==> src/rtl/mc_cell_pkg.sv <==
package mc_cell_pkg;

    typedef enum logic [1:0] {
        MODE_COMB  = 2'b00,
        MODE_DFF   = 2'b01,
        MODE_TFF   = 2'b10,
        MODE_LATCH = 2'b11
    } store_mode_e;

    typedef enum logic {
        ST_ZERO = 1'b0,
        ST_ONE  = 1'b1
    } store_st_e;

endpackage

==> src/rtl/mc_clk_front.sv <==
module mc_clk_front #(
    parameter int N_GCLK = 4,
    parameter int SEL_W  = 3
) (
    input  logic              clk_sys,
    input  logic              rst_n,
    input  logic [N_GCLK-1:0] gclk,
    input  logic              pt_clk,
    input  logic [SEL_W-1:0]  sel,
    input  logic              inv,
    output logic              lvl_act,
    output logic              edge_act
);
    logic raw_clk;
    logic sel_valid;
    logic prev_q;

    // Source mux: global clocks first, then the product-term clock.
    always_comb begin
        raw_clk   = 1'b0;
        sel_valid = 1'b0;
        for (int i = 0; i < N_GCLK; i++) begin
            if (sel == SEL_W'(i)) begin
                raw_clk   = gclk[i];
                sel_valid = 1'b1;
            end
        end
        if (sel == SEL_W'(N_GCLK)) begin
            raw_clk   = pt_clk;
            sel_valid = 1'b1;
        end
    end

    assign lvl_act = sel_valid & (raw_clk ^ inv);

    // The previous sample resets high, so a clock already high at release is not an edge.
    always_ff @(posedge clk_sys or negedge rst_n) begin
        if (!rst_n) prev_q <= 1'b1;
        else        prev_q <= lvl_act;
    end

    assign edge_act = lvl_act & ~prev_q;
endmodule

==> src/rtl/mc_async_ctl.sv <==
module mc_async_ctl (
    input  logic set_term,
    input  logic set_inv,
    input  logic clr_term,
    input  logic clr_inv,
    output logic force_set,
    output logic force_clr
);
    logic set_act;
    logic clr_act;

    assign set_act   = set_term ^ set_inv;
    assign clr_act   = clr_term ^ clr_inv;
    assign force_clr = clr_act;
    assign force_set = set_act & ~clr_act;
endmodule

==> src/rtl/mc_store_core.sv <==
module mc_store_core
    import mc_cell_pkg::*;
(
    input  logic        clk_sys,
    input  logic        rst_n,
    input  store_mode_e mode,
    input  logic        d_in,
    input  logic        lvl_act,
    input  logic        edge_act,
    input  logic        force_set,
    input  logic        force_clr,
    output logic        q
);
    store_st_e st_q;
    store_st_e st_nxt;

    // State register
    always_ff @(posedge clk_sys or negedge rst_n) begin
        if (!rst_n) st_q <= ST_ZERO;
        else        st_q <= st_nxt;
    end

    // Transitions: capture, toggle, follow, force-set, force-clear
    always_comb begin
        st_nxt = st_q;
        unique case (mode)
            MODE_COMB:  st_nxt = st_q;
            MODE_DFF:   if (edge_act) st_nxt = d_in ? ST_ONE : ST_ZERO;
            MODE_TFF:   if (edge_act && d_in) st_nxt = (st_q == ST_ONE) ? ST_ZERO : ST_ONE;
            MODE_LATCH: if (lvl_act) st_nxt = d_in ? ST_ONE : ST_ZERO;
        endcase
        if (mode != MODE_COMB) begin
            if (force_clr)      st_nxt = ST_ZERO;
            else if (force_set) st_nxt = ST_ONE;
        end
    end

    // Output process
    always_comb begin
        q = (st_q == ST_ONE);
        unique case (mode)
            MODE_COMB: q = d_in;
            MODE_DFF, MODE_TFF: begin
                if (force_clr)      q = 1'b0;
                else if (force_set) q = 1'b1;
            end
            MODE_LATCH: begin
                if (force_clr)      q = 1'b0;
                else if (force_set) q = 1'b1;
                else if (lvl_act)   q = d_in;
            end
        endcase
    end
endmodule

==> src/rtl/mc_store_cell.sv <==
module mc_store_cell
    import mc_cell_pkg::*;
#(
    parameter int N_GCLK = 4,
    parameter int SEL_W  = $clog2(N_GCLK + 1)
) (
    input  logic              clk_sys,
    input  logic              rst_n,
    input  logic [1:0]        cfg_mode,
    input  logic [SEL_W-1:0]  cfg_clk_sel,
    input  logic              blk_clk_inv,
    input  logic [N_GCLK-1:0] gclk,
    input  logic              pt_clk,
    input  logic              d_sum,
    input  logic              set_term,
    input  logic              set_inv,
    input  logic              clr_term,
    input  logic              clr_inv,
    output logic              q
);
    logic lvl_act;
    logic edge_act;
    logic force_set;
    logic force_clr;

    mc_clk_front #(.N_GCLK(N_GCLK), .SEL_W(SEL_W)) u_clk (
        .clk_sys (clk_sys),
        .rst_n   (rst_n),
        .gclk    (gclk),
        .pt_clk  (pt_clk),
        .sel     (cfg_clk_sel),
        .inv     (blk_clk_inv),
        .lvl_act (lvl_act),
        .edge_act(edge_act)
    );

    mc_async_ctl u_async (
        .set_term (set_term),
        .set_inv  (set_inv),
        .clr_term (clr_term),
        .clr_inv  (clr_inv),
        .force_set(force_set),
        .force_clr(force_clr)
    );

    mc_store_core u_core (
        .clk_sys  (clk_sys),
        .rst_n    (rst_n),
        .mode     (store_mode_e'(cfg_mode)),
        .d_in     (d_sum),
        .lvl_act  (lvl_act),
        .edge_act (edge_act),
        .force_set(force_set),
        .force_clr(force_clr),
        .q        (q)
    );
endmodule

==> config.mk <==
export PLATFORM = sky130hd
export DESIGN_NAME = mc_store_cell
export DESIGN_NICKNAME = d
export VERILOG_FILES = /design/src/rtl/mc_cell_pkg.sv /design/src/rtl/mc_clk_front.sv /design/src/rtl/mc_async_ctl.sv /design/src/rtl/mc_store_core.sv /design/src/rtl/mc_store_cell.sv
export SDC_FILE = /design/constraint.sdc
export NUM_CORES = 1
export LEC_CHECK = 0
export ABC_AREA = 1
export BUFFER_PORTS_ARGS = -buffer_cell sky130_fd_sc_hd__buf_4
export CAP_MARGIN = 15
export CORE_AREA = 2 2 39 41
export CTS_CLUSTER_DIAMETER = 100
export DETAILED_ROUTE_END_ITERATION = 16
export DIE_AREA = 0 0 41 43
export PLACE_DENSITY = 0.55
export SLEW_MARGIN = 40
export SYNTH_ARGS = -nofsm -noshare
export SYNTH_HDL_FRONTEND = slang
export SYNTH_SLANG_ARGS = --single-unit
==> constraint.sdc <==
create_clock -name clk_sys -period 2.9 [get_ports clk_sys]
set_input_delay 0.435 -clock clk_sys [delete_from_list [all_inputs] [get_ports clk_sys]]
set_output_delay 0.435 -clock clk_sys [all_outputs]
set_load 0.1 [all_outputs]
==> impl_metrics.ini <==
[run_status]
status = complete, no violations

[worst_setup_path]
ff2ff_path_depth = 7
critical_path_class = in -> out
cp_cell_sequence = buf_4 -> inv_2 -> nand2_1 -> nand2_1 -> nand2_1 -> nand2_2 -> nand2_1 -> nand2_2 -> nand3_2 -> nand2_1 -> nand3_2 -> nand3_1 -> nand3_1 -> o21ai_1 -> buf_4
startpoint_type = input port
cp.arrival_ns = 1.71
end_kind = output port
timing.rr.end = u_core.st_q$_DFF_PN0_
startpoint = cfg_clk_sel[1]
required_ns = 2.47
cp.buffers_inverters = 3
endpoint = q
rr_startpoint = u_clk.prev_q$_DFF_PN1_
cpMostUsedCell = nand2_1
crit_fanout = 4
max_stage_delay_ns = 0.30
cp.depth = 15
slowest_stage = buf_4
path_delay_family = simple AND/OR/NAND/NOR gates
ff2ff_setup_slack_ns = 1.86

[layout]
regArea_um2 = 51.3
n_antenna_cell = 0
areaGrowthSynthToFinish_pct = 48.6
final_common_cell = buf_4
drive_gt1_frac = 0.372
nNetsFinal = 109
n_fill_cell = 153
multi_input_area_um2 = 290
fin_cells = 102
layout_common_cells = buf_4 (18), nand2_1 (15), inv_1 (12), nand3_1 (7)

[routing]
route.vias.total = 429
drc = 0
wl_per_cell_um = 8.12
drt_iter0_drc = 3
viasPerCell = 4.21
ant_nets = 0
wirelength_um = 828
drt-pass1-iter-count = 3

[timing]
fmax_mhz = 466
relSlewSlack = 0.724
fin_skew_ns = 0.00831
setup-tns-final_ns = 0
period_needed_ns = 2.15
finalCritPeriodShare = 0.740
finalHoldViolations = 0
tightest_slew_ns = 0.409
drv_slew = 0
setup-violations-final = 0
whs_ns = 0.529
rsz0062_at_grt = false

[power_and_ir_drop]
p_leak_nw = 0.336
peakVddDrop_v = 0.000153
p_per_area_nw_per_um2 = 335

[logic_synthesis]
syn-num-nets = 85
synth_area_leaders = nand2_1 (14%), ha_1 (13%), inv_1 (11%)
synth_area_per_cell_um2 = 6.26
synth_cells = 63
yosys.area.top_type_share = 0.143
synth_seq_cells = 2
synth_top_area_cell = nand2_1
synth.distinct_cells = 19
yosysWarnings = 0
netlist_area_um2 = 394
ys_seq_area_frac = 0.130

[grt]
antenna_found_initial = 0
grt_max_degree = 5
track_usage = 0.117
grt_pass1_wl_um = 1490
grt-ovfl-total = 0
first_global_vias = 396

[hold_path]
hold_class = in -> async

[place]
dpl.hpwl_um = 702
io_buffer_count = 18
gp_congestion = 0.841
dp_cells = 97

[die]
die_x_um = 41
initial_utilization = 0.285
die_area_um2 = 1760
die_y_um = 43
placementRows = 14
coreArea_um2 = 1380
ioPinCount = 19

[clock_tree]
htree_levels = 1
cts_tree = done
cts.reportedPaths.clkPinSlew_ns = 0.04
insertion_delay_ns = 0.23
clk_path_buf_depth = 2
cts_resized = 0
cts_num_sinks = 2
cts_made_buffers = 3
cts-root-buf = clkbuf_4

[run]
cap_violations = 0
kinds of logic (layout without fill, tap and decap cells):
group,Yosys count,count (layout),synth area share
XOR/XNOR,2,2,0.0445
buffers and inverters,14,37,0.133
AO/OA/AOI/OAI,7,7,0.0952
flip-flops,2,2,0.130
AND/OR/NAND/NOR,34,34,0.470
adder cells (fa/ha/maj),4,4,0.127
synthesized netlist by cell type:
cell and instances:
nand3b_1 1, dfrtp_1 1, o21ai_1 2, a21oi_1 1, dfstp_2 1, o21bai_1 1, ha_1 4, xnor2_1 1
nand3_2 4, nor2_4 1, nand2_2 3, nor2_1 1, inv_1 12, o21ai_0 3, nand2_1 15, inv_2 2
nand4_1 2, xor2_1 1, nand3_1 7
report_power, final:
group	internal [mW]	leakage (nW)	switching, mW
registers	0.0327	0.0234	0.00276
logic	0.0384	0.298	0.0533
clock network	0.0512	0.0150	0.0180
total	0.122	0.336	0.0740
layout make-up:
type | instances | share of cell area
flip-flops and latches | 2 | 0.0876
repair buffers | 19 | 0.248
multi-input cells | 47 | 0.496
well taps | 16 | 0.0342
inverters | 14 | 0.0897
clock buffers | 4 | 0.0449
state kept, by name, indices dropped and copies added, names as in the netlist:
| name | cells |
|---|---|
| u_core.st_q | 1 |
| u_clk.prev_q | 1 |
worst reg2reg max path, delay by kind of cell (launching register included):
kind                   cells  cell delay (ns)
buffers and inverters      2             0.10
flip-flops                 1             0.52
AND/OR/NAND/NOR            5             0.32
timing repair:
| item | in CTS | in global routing |
|---|---|---|
| endpoints found under the hold margin | 1 | 0 |
| setup buffers | 0 | 0 |
| hold buffers | 1 | 0 |
routing by layer:
metal / part of all wire / vias to the layer above / wire (um) / GRT usage
met4: 0 / 0 / 0 / 0.0600
met1: 0.49 / 179 / 404 / 0.181
met3: 0.028 / 0 / 23 / 0
met2: 0.48 / 5 / 400 / 0.159
met5: 0 / - / 0 / 0
li1: - / 245 / - / -
per-stage QoR:
stage / total power, mW / cell area, um^2 / setup WS, ns / utilization
3_5_place_dp: 0.127 / 549 / 0.747 / 0.397
4_1_cts: 0.202 / 586 / 0.739 / 0.423
3_3_place_gp: 0.126 / 549 / 0.737 / 0.397
5_1_grt: 0.213 / 586 / 0.560 / 0.423
6_report: 0.196 / 586 / 0.755 / 0.423
2_1_floorplan: 0.0950 / 394 / 0.375 / -
how the worst min path moves through the flow:
stage	from	to	slack (ns)	cells past startpoint
after floorplan	rst_n	u_core.st_q$_DFF_PN0_	0.14	0
after global placement	rst_n	u_core.st_q$_DFF_PN0_	0.22	1
after detailed placement	rst_n	u_core.st_q$_DFF_PN0_	0.22	1
after CTS	rst_n	u_core.st_q$_DFF_PN0_	0.51	2
after global routing	rst_n	u_core.st_q$_DFF_PN0_	0.55	2
final	rst_n	u_core.st_q$_DFF_PN0_	0.53	2
Note: power is estimated with default switching activity, not from simulation.
